## config.mk

```make
export PLATFORM = sky130hd
export DESIGN_NAME = vid_ref_aligner
export DESIGN_NICKNAME = d
export VERILOG_FILES = /design/src/rtl/var_pkg.sv /design/src/rtl/var_window.sv /design/src/rtl/var_detect.sv /design/src/rtl/var_phase.sv /design/src/rtl/vid_ref_aligner.sv
export SDC_FILE = /design/constraint.sdc
export NUM_CORES = 1
export LEC_CHECK = 0
export ABC_AREA = 1
export BUFFER_PORTS_ARGS = -buffer_cell sky130_fd_sc_hd__buf_2
export CAP_MARGIN = 20
export CORE_ASPECT_RATIO = 1.1
export CORE_MARGIN = 4
export CORE_UTILIZATION = 55
export CTS_BUF_LIST = sky130_fd_sc_hd__clkbuf_4
export CTS_CLUSTER_DIAMETER = 50
export DETAILED_ROUTE_END_ITERATION = 10
export PLACE_DENSITY = 0.76
export RECOVER_POWER = 50
export SYNTH_ARGS = -nofsm -noshare
export SYNTH_HDL_FRONTEND = slang
export SYNTH_HIERARCHICAL = 1
export SYNTH_SLANG_ARGS = --single-unit
```

## constraint.sdc

```tcl
create_clock -name clk -period 1.9 [get_ports clk]
set_clock_uncertainty 0.15 [all_clocks]
set_input_delay 0.19 -clock clk [delete_from_list [all_inputs] [get_ports clk]]
set_output_delay 0.19 -clock clk [all_outputs]
set_load 0.05 [all_outputs]
```

## src/rtl/var_pkg.sv

```systemverilog
package var_pkg;
    typedef enum logic [1:0] {
        EMIT_IDLE = 2'd0,
        EMIT_SLOT = 2'd1,
        EMIT_SNAP = 2'd2
    } emit_e;

    localparam int DEF_SAMPLE_W   = 10;
    localparam int DEF_SAMPLES    = 2;
    localparam int DEF_LEAD_ONES  = 2;
    localparam int DEF_LEAD_ZEROS = 4;
endpackage

```

## src/rtl/var_window.sv

```systemverilog
module var_window #(
    parameter int WIN_W = 60
) (
    input  logic             clk,
    input  logic             rst_n,
    input  logic             bit_in,
    output logic [WIN_W-1:0] win_q
);
    typedef struct packed {
        logic [WIN_W-1:0] win;
    } win_st_t;

    win_st_t st_d, st_q;

    always_comb begin
        st_d     = st_q;
        st_d.win = {bit_in, st_q.win[WIN_W-1:1]};
    end

    always_ff @(posedge clk or negedge rst_n) begin
        if (!rst_n) st_q <= '0;
        else        st_q <= st_d;
    end

    assign win_q = st_q.win;

    // newest bit enters at the top of the window
    assert_new_bit_top_R2: assert property (@(posedge clk) disable iff (!rst_n)
        $past(rst_n) |-> (st_q.win[WIN_W-1] == $past(bit_in)));

    // older bits move one place towards bit 0
    assert_shift_down_R2: assert property (@(posedge clk) disable iff (!rst_n)
        $past(rst_n) |-> (st_q.win[WIN_W-2:0] == $past(st_q.win[WIN_W-1:1])));
endmodule

```

## src/rtl/var_detect.sv

```systemverilog
module var_detect #(
    parameter int WIN_W  = 60,
    parameter int ONES_W = 20
) (
    input  logic [WIN_W-1:0] win,
    output logic             hit
);
    logic lead_ones;
    logic tail_zero;

    always_comb begin
        lead_ones = &win[ONES_W-1:0];
        tail_zero = ~(|win[WIN_W-1:ONES_W]);
        hit       = lead_ones & tail_zero;
    end
endmodule

```

## src/rtl/var_phase.sv

```systemverilog
module var_phase
    import var_pkg::*;
#(
    parameter int WORD_W = 20
) (
    input  logic  clk,
    input  logic  rst_n,
    input  logic  hit,
    input  logic  align_en,
    output emit_e kind
);
    localparam int POS_W = $clog2(WORD_W);

    typedef struct packed {
        logic [POS_W-1:0] pos;
    } ph_st_t;

    ph_st_t st_d, st_q;
    logic [POS_W-1:0] base;

    always_comb begin
        st_d = st_q;
        kind = EMIT_IDLE;
        if (st_q.pos == '0)
            kind = EMIT_SLOT;
        else if (align_en && hit)
            kind = EMIT_SNAP;
        base = (kind != EMIT_IDLE) ? '0 : st_q.pos;
        if (base == POS_W'(WORD_W - 1))
            st_d.pos = '0;
        else
            st_d.pos = base + 1'b1;
    end

    always_ff @(posedge clk or negedge rst_n) begin
        if (!rst_n) st_q <= '0;
        else        st_q <= st_d;
    end

    // any emitted word restarts the phase count at the following bit
    assert_phase_restart_R5: assert property (@(posedge clk) disable iff (!rst_n)
        (kind != EMIT_IDLE) |=> (st_q.pos == POS_W'(1)));

    // the phase stays inside one word
    assert_phase_range_R2: assert property (@(posedge clk) disable iff (!rst_n)
        st_q.pos < POS_W'(WORD_W));
endmodule

```

## src/rtl/vid_ref_aligner.sv

```systemverilog
module vid_ref_aligner
    import var_pkg::*;
#(
    parameter int SAMPLE_W   = DEF_SAMPLE_W,
    parameter int SAMPLES    = DEF_SAMPLES,
    parameter int LEAD_ONES  = DEF_LEAD_ONES,
    parameter int LEAD_ZEROS = DEF_LEAD_ZEROS
) (
    input  logic                          clk,
    input  logic                          rst_n,
    input  logic                          ser_bit,
    input  logic                          align_en,
    output logic [SAMPLE_W*SAMPLES-1:0]   word_out,
    output logic                          word_stb,
    output logic                          frame_pulse
);
    localparam int WORD_W = SAMPLE_W * SAMPLES;
    localparam int ONES_W = LEAD_ONES * SAMPLE_W;
    localparam int WIN_W  = (LEAD_ONES + LEAD_ZEROS) * SAMPLE_W;
    localparam int GAP_W  = $clog2(WORD_W + 1);
    localparam int OFF_W  = $clog2(2 * WORD_W + 1);

    logic [WIN_W-1:0] win;
    logic             hit;
    emit_e            kind;
    logic             emit;

    var_window #(.WIN_W(WIN_W)) u_window (
        .clk    (clk),
        .rst_n  (rst_n),
        .bit_in (ser_bit),
        .win_q  (win)
    );

    var_detect #(.WIN_W(WIN_W), .ONES_W(ONES_W)) u_detect (
        .win (win),
        .hit (hit)
    );

    var_phase #(.WORD_W(WORD_W)) u_phase (
        .clk      (clk),
        .rst_n    (rst_n),
        .hit      (hit),
        .align_en (align_en),
        .kind     (kind)
    );

    typedef struct packed {
        logic [WORD_W-1:0] word;
        logic              stb;
        logic              fp;
        logic [GAP_W-1:0]  gap;
        logic [OFF_W-1:0]  off_run;
    } out_st_t;

    out_st_t st_d, st_q;

    always_comb begin
        emit     = (kind != EMIT_IDLE);
        st_d     = st_q;
        st_d.stb = emit;
        st_d.fp  = emit & hit;
        if (emit)
            st_d.word = win[WORD_W-1:0];
        if (emit)
            st_d.gap = '0;
        else if (st_q.gap < GAP_W'(WORD_W))
            st_d.gap = st_q.gap + 1'b1;
        if (align_en)
            st_d.off_run = '0;
        else if (st_q.off_run < OFF_W'(2 * WORD_W))
            st_d.off_run = st_q.off_run + 1'b1;
    end

    always_ff @(posedge clk or negedge rst_n) begin
        if (!rst_n) st_q <= '0;
        else        st_q <= st_d;
    end

    assign word_out    = st_q.word;
    assign word_stb    = st_q.stb;
    assign frame_pulse = st_q.fp;

    // frame pulse rides on a strobe whose word is the all-ones sample pair
    assert_fp_on_ones_R7: assert property (@(posedge clk) disable iff (!rst_n)
        frame_pulse |-> (word_stb && (word_out == {WORD_W{1'b1}})));

    // no word is ever longer than the nominal length
    assert_no_long_word_R2: assert property (@(posedge clk) disable iff (!rst_n)
        st_q.gap < GAP_W'(WORD_W));

    // with alignment held off, strobes keep the fixed 20-cycle grid
    assert_fixed_grid_R8: assert property (@(posedge clk) disable iff (!rst_n)
        (word_stb && (st_q.off_run == OFF_W'(2 * WORD_W)))
            |-> ($past(st_q.gap) == GAP_W'(WORD_W - 1)));
endmodule

```

* Word level (Yosys, flattened, before mapping)
Index checks and enable logic that the tools add are counted.
** Storage, ports and cells
- Bits in registers :: 87
- Output and inout port bits :: 22
- Input bits :: 4
- Word-level logic and storage cells :: 19
** Cells by class
- Mux-type cells :: 4
- Add/subtract/negate cells :: 1
- Bitwise operators :: 3
- Reduce and logical (&&, ||, !) cells :: 5
- Eq/ne operators :: 1
** Operators with widths (number)
- $reduce_or 40->1 :: 1
- $reduce_and 20->1 :: 1
- $mux 5 :: 2
- $add 5x1->5 const B :: 1
- $eq 5x5->1 const B :: 1
- $logic_not 5->1 :: 1
- $mux 2 :: 2
- $and 1x1->1 :: 2
- $reduce_bool 2->1 :: 1
- $logic_and 1x1->1 :: 1
- $not 1->1 :: 1

* Logic depth before layout (Yosys ltp)
- Word-level depth :: 10
- Gate-level depth with buffers :: 15
- Mapped depth without buffers :: 15

* By module
Netlist, hierarchy kept.
** Modules (own cells, without submodules)
- var_window :: area each 1501.4 um^2, cells an instance 60, seq. area each 1501.4 um^2, times used 1
- vid_ref_aligner :: area each 865.8 um^2, cells an instance 92, seq. area each 550.5 um^2, times used 1
- var_phase :: area each 322.8 um^2, cells an instance 40, seq. area each 125.1 um^2, times used 1
- var_detect :: area each 314.1 um^2, cells an instance 82, seq. area each 0.0 um^2, times used 1

* Worst setup path before layout
OpenSTA, ideal clock, no wires.
- Kind :: reg2reg
- Start point :: reg u_window.st_q, in the netlist u_window/win_q[22]
- End point :: reg u_phase/st_q[2] (netlist name)
- Buffers on the path :: 0
- Arrival time :: 1772 ps
- Setup slack :: -140 ps
- Setup time :: 118 ps
- Data required time :: 1632 ps
- Cell stages (with the launch flop) :: 15
- Period minus slack after synthesis :: 2040 ps
- Path through :: dfrtp_1 -> inv_1 -> nand2_1 -> nor2_1 -> nand2_1 -> nor2_1 -> nand2_1 -> nor2_1 -> nand2_1 -> and3_1 -> ha_1 -> inv_1 -> nand2_1 -> nand2_1 -> nor2_2
** RTL lines
- start, declared :: line var_window.sv:13 : win_st_t st_d, st_q;
- start signal, assigned :: line var_window.sv:22 : else st_q <= st_d;
- end signal, assigned :: line var_phase.sv:37 : else st_q <= st_d;
- end, declared :: line var_phase.sv:18 : ph_st_t st_d, st_q;

==> results.json <==
{
  "status": "finished, violations left",
  "violations": "negative setup slack",
  "yosysSeqAreaShare_pct": 72.5,
  "antenna_found_initial": 0,
  "crit_path_start_kind": "register",
  "mappedNetlistNets": 279,
  "pwr_density_cell_nw_per_um2": 841,
  "dieArea_um2": 6710,
  "place_hpwl_um": 3480,
  "final.setup.worst_slack_ns": -0.0681,
  "grt_max_degree": 45,
  "netlist_area_um2": 3000,
  "vias_per_cell": 4.72,
  "drive_above_1_share_pct": 24.7,
  "fin_nets": 341,
  "synth_cells": 274,
  "fp.coreArea_um2": 5130,
  "synth.most_common_cell": "dfrtp_1",
  "ys_ff_latch": 87,
  "r2r_setup_slack_ns": -0.07,
  "overflow": 0,
  "fin_crit_sh_pct": 104,
  "ys_async_sr_fraction_pct": 100,
  "initial_core_util_pct": 58.5,
  "netlist.area_leader.share_pct": 72.5,
  "cts_sinks": 87,
  "finalHoldViolations": 0,
  "grt_pass1_vias": 1964,
  "antenna_left": 0,
  "min_period_ns": 1.97,
  "placed_cell_area_um2": 3390,
  "drt_wl_total_um": 5280,
  "via_count": 1944,
  "seqCellArea_um2": 2180,
  "setup_viol": 14,
  "max_freq_mhz": 508,
  "syn2layout_area_growth_pct": 20.4,
  "vdd_ir_drop_max_mv": 0.633,
  "cts-root-buf": "clkbuf_4",
  "power.leakage_nw": 1.95,
  "cts_buffer_depth": 2,
  "timing.rr.end": "u_phase/st_q[4]",
  "end_kind": "register",
  "grt_pass1_wl_um": 9030,
  "crit_start": "u_window/win_q[7]",
  "maxSlewViolCount": 0,
  "final_cell_area_um2": 3620,
  "wl_per_cell_um": 12.8,
  "synthTopCellsByCount": "87 x dfrtp_1, 80 x nand2_1, 34 x inv_1, 26 x nor2_1, 20 x o21ai_0",
  "fin_tns_setup_ns": -0.295,
  "yosysWarnings": 6,
  "reg2reg_from": "u_window/win_q[7]",
  "cp.arrival_ns": 2.19,
  "grt_setup_unrepaired": "yes",
  "die_h_um": 85.5,
  "worstPathRequired_ns": 2.12,
  "power.total_mw": 3.04,
  "synth_ff_type": "dfrtp_1",
  "fill_cells": 377,
  "antenna_cells": 0,
  "ys_top_cells_by_area": "dfrtp_1 72%, nand2_1 10%, inv_1 4.2%, o21ai_0 3.3%, nor2_1 3.2%",
  "synth_edf_count": 0,
  "cts_tree": "built",
  "synth.distinct_cells": 24,
  "clkLatencyLatePin_ns": 0.42,
  "cts-buffers-inserted": 9,
  "relSlewSlack_pct": 63.4,
  "grt_use_total_pct": 17.7,
  "maxCapViolations": 0,
  "crit_type": "register to register",
  "drc": 0,
  "avgSynthCellArea_um2": 11.0,
  "endpoint": "u_phase/st_q[4]",
  "yosysTopAreaCell": "dfrtp_1",
  "pin_count": 26,
  "crit_fanout": 6,
  "die_x_um": 78.5,
  "clkTransAtPathRegs_ns": 0.13,
  "worst_pin_slew_ns": 0.550,
  "multi_input_area_um2": 686,
  "drtIter0Drc": 90,
  "hold_slack_ns": 0.130,
  "drt_pre_antenna_iters": 4,
  "holdCritPathClass": "input pin to async pin",
  "gp_congestion": 0.759,
  "portBuffers": 25,
  "rows": 27,
  "r2r_cells": 14,
  "htree_num_levels": 3
}
how the worst min path moves through the flow:
stage | end | slack, ns | depth (start not counted)
after global routing | u_window/win_q[8] | 0.18 | 2
after detailed placement | word_out[0] | 0.07 | 1
after CTS | word_out[0] | 0.13 | 2
final | word_out[0] | 0.13 | 2
after floorplan | frame_pulse | -0.26 | 0
after global placement | u_window/win_q[3] | 0.06 | 1
placed cells by master (no fill, tap or decap), types with 3 or more instances in the layout:
cell type / synthesis / layout
buf_2: 2 / 24
buf_4: 0 / 10
clkbuf_4: 0 / 26
dfrtp_1: 87 / 87
dlygate4sd3_1: 0 / 3
inv_1: 34 / 32
inv_2: 1 / 3
nand2_1: 80 / 79
nand3_1: 5 / 4
nor2_1: 26 / 23
nor2_2: 1 / 3
nor2_4: 2 / 3
o21ai_0: 20 / 20
registers in the layout (all words and copies together) (netlist names):
name / flops
u_window/win_q: 60
word_out: 20
u_phase/st_q: 5
frame_pulse: 1
word_stb: 1
routing by layer:
layer / track usage [%] / routed length, um
met1: 23.7 / 2480
met5: 0 / 0
met4: 9.70 / 123
met2: 27.2 / 2510
met3: 4.10 / 172
critical path, cell delays in order (launching register included):
cell and delay, ns:
dfrtp_1 0.41, nand2_1 0.09, nor2_1 0.13, nand2_1 0.07
nor2_1 0.13, nand2_1 0.12, nor2_4 0.09, nand2_1 0.07
and3_4 0.19, ha_4 0.18, nand2_1 0.06, nand2_1 0.05
inv_1 0.06, nand2_1 0.05, nand2_1 0.05
logic make-up (layout without fill, tap and decap cells):
kind of cell	count (synthesis)	count (layout)	share of synthesized area (%)
buf+inv	42	108	5.96
fa+ha+maj	1	1	0.416
flops	87	87	72.5
compound gates	25	25	4.66
simple gates	119	119	16.5
stage by stage:
step / setup slack, ns / cells / utilization (%)
after CTS: 0.00485 / 409 / 69.5
after floorplan: 0.0000500 / 274 / -
after detailed placement: -0.0953 / 390 / 66.0
after global placement: -0.0164 / 390 / 66.0
after global routing: -0.149 / 412 / 70.4
final: -0.0681 / 412 / 70.4
power breakdown:
group          internal [mW]  switching, mW  total, mW  leakage (nW)
Combinational         0.0436         0.0774      0.121         0.800
Clock                  0.399          0.580      0.980        0.0673
Sequential              1.91         0.0320       1.94          1.08
Total                   2.35          0.690       3.04          1.95
repair_timing:
action | 4_1_cts | 5_1_grt
endpoints found under the hold margin | 47 | 0
hold buffers | 3 | 0
endpoints found under the setup margin | 23 | 25
gates resized for setup | 6 | 7
pin swaps | 3 | 6
setup buffers | 1 | 3
area by class of cell:
class,count,area share (%)
Sequential cell,87,60.2
Clock buffer,10,2.08
Timing Repair Buffer,57,11.1
Clock inverter,5,1.38
Multi-Input combinational cell,145,19.0
Inverter,36,3.77
Tap cell,72,2.49
Note: power is estimated with default switching activity, not from simulation.
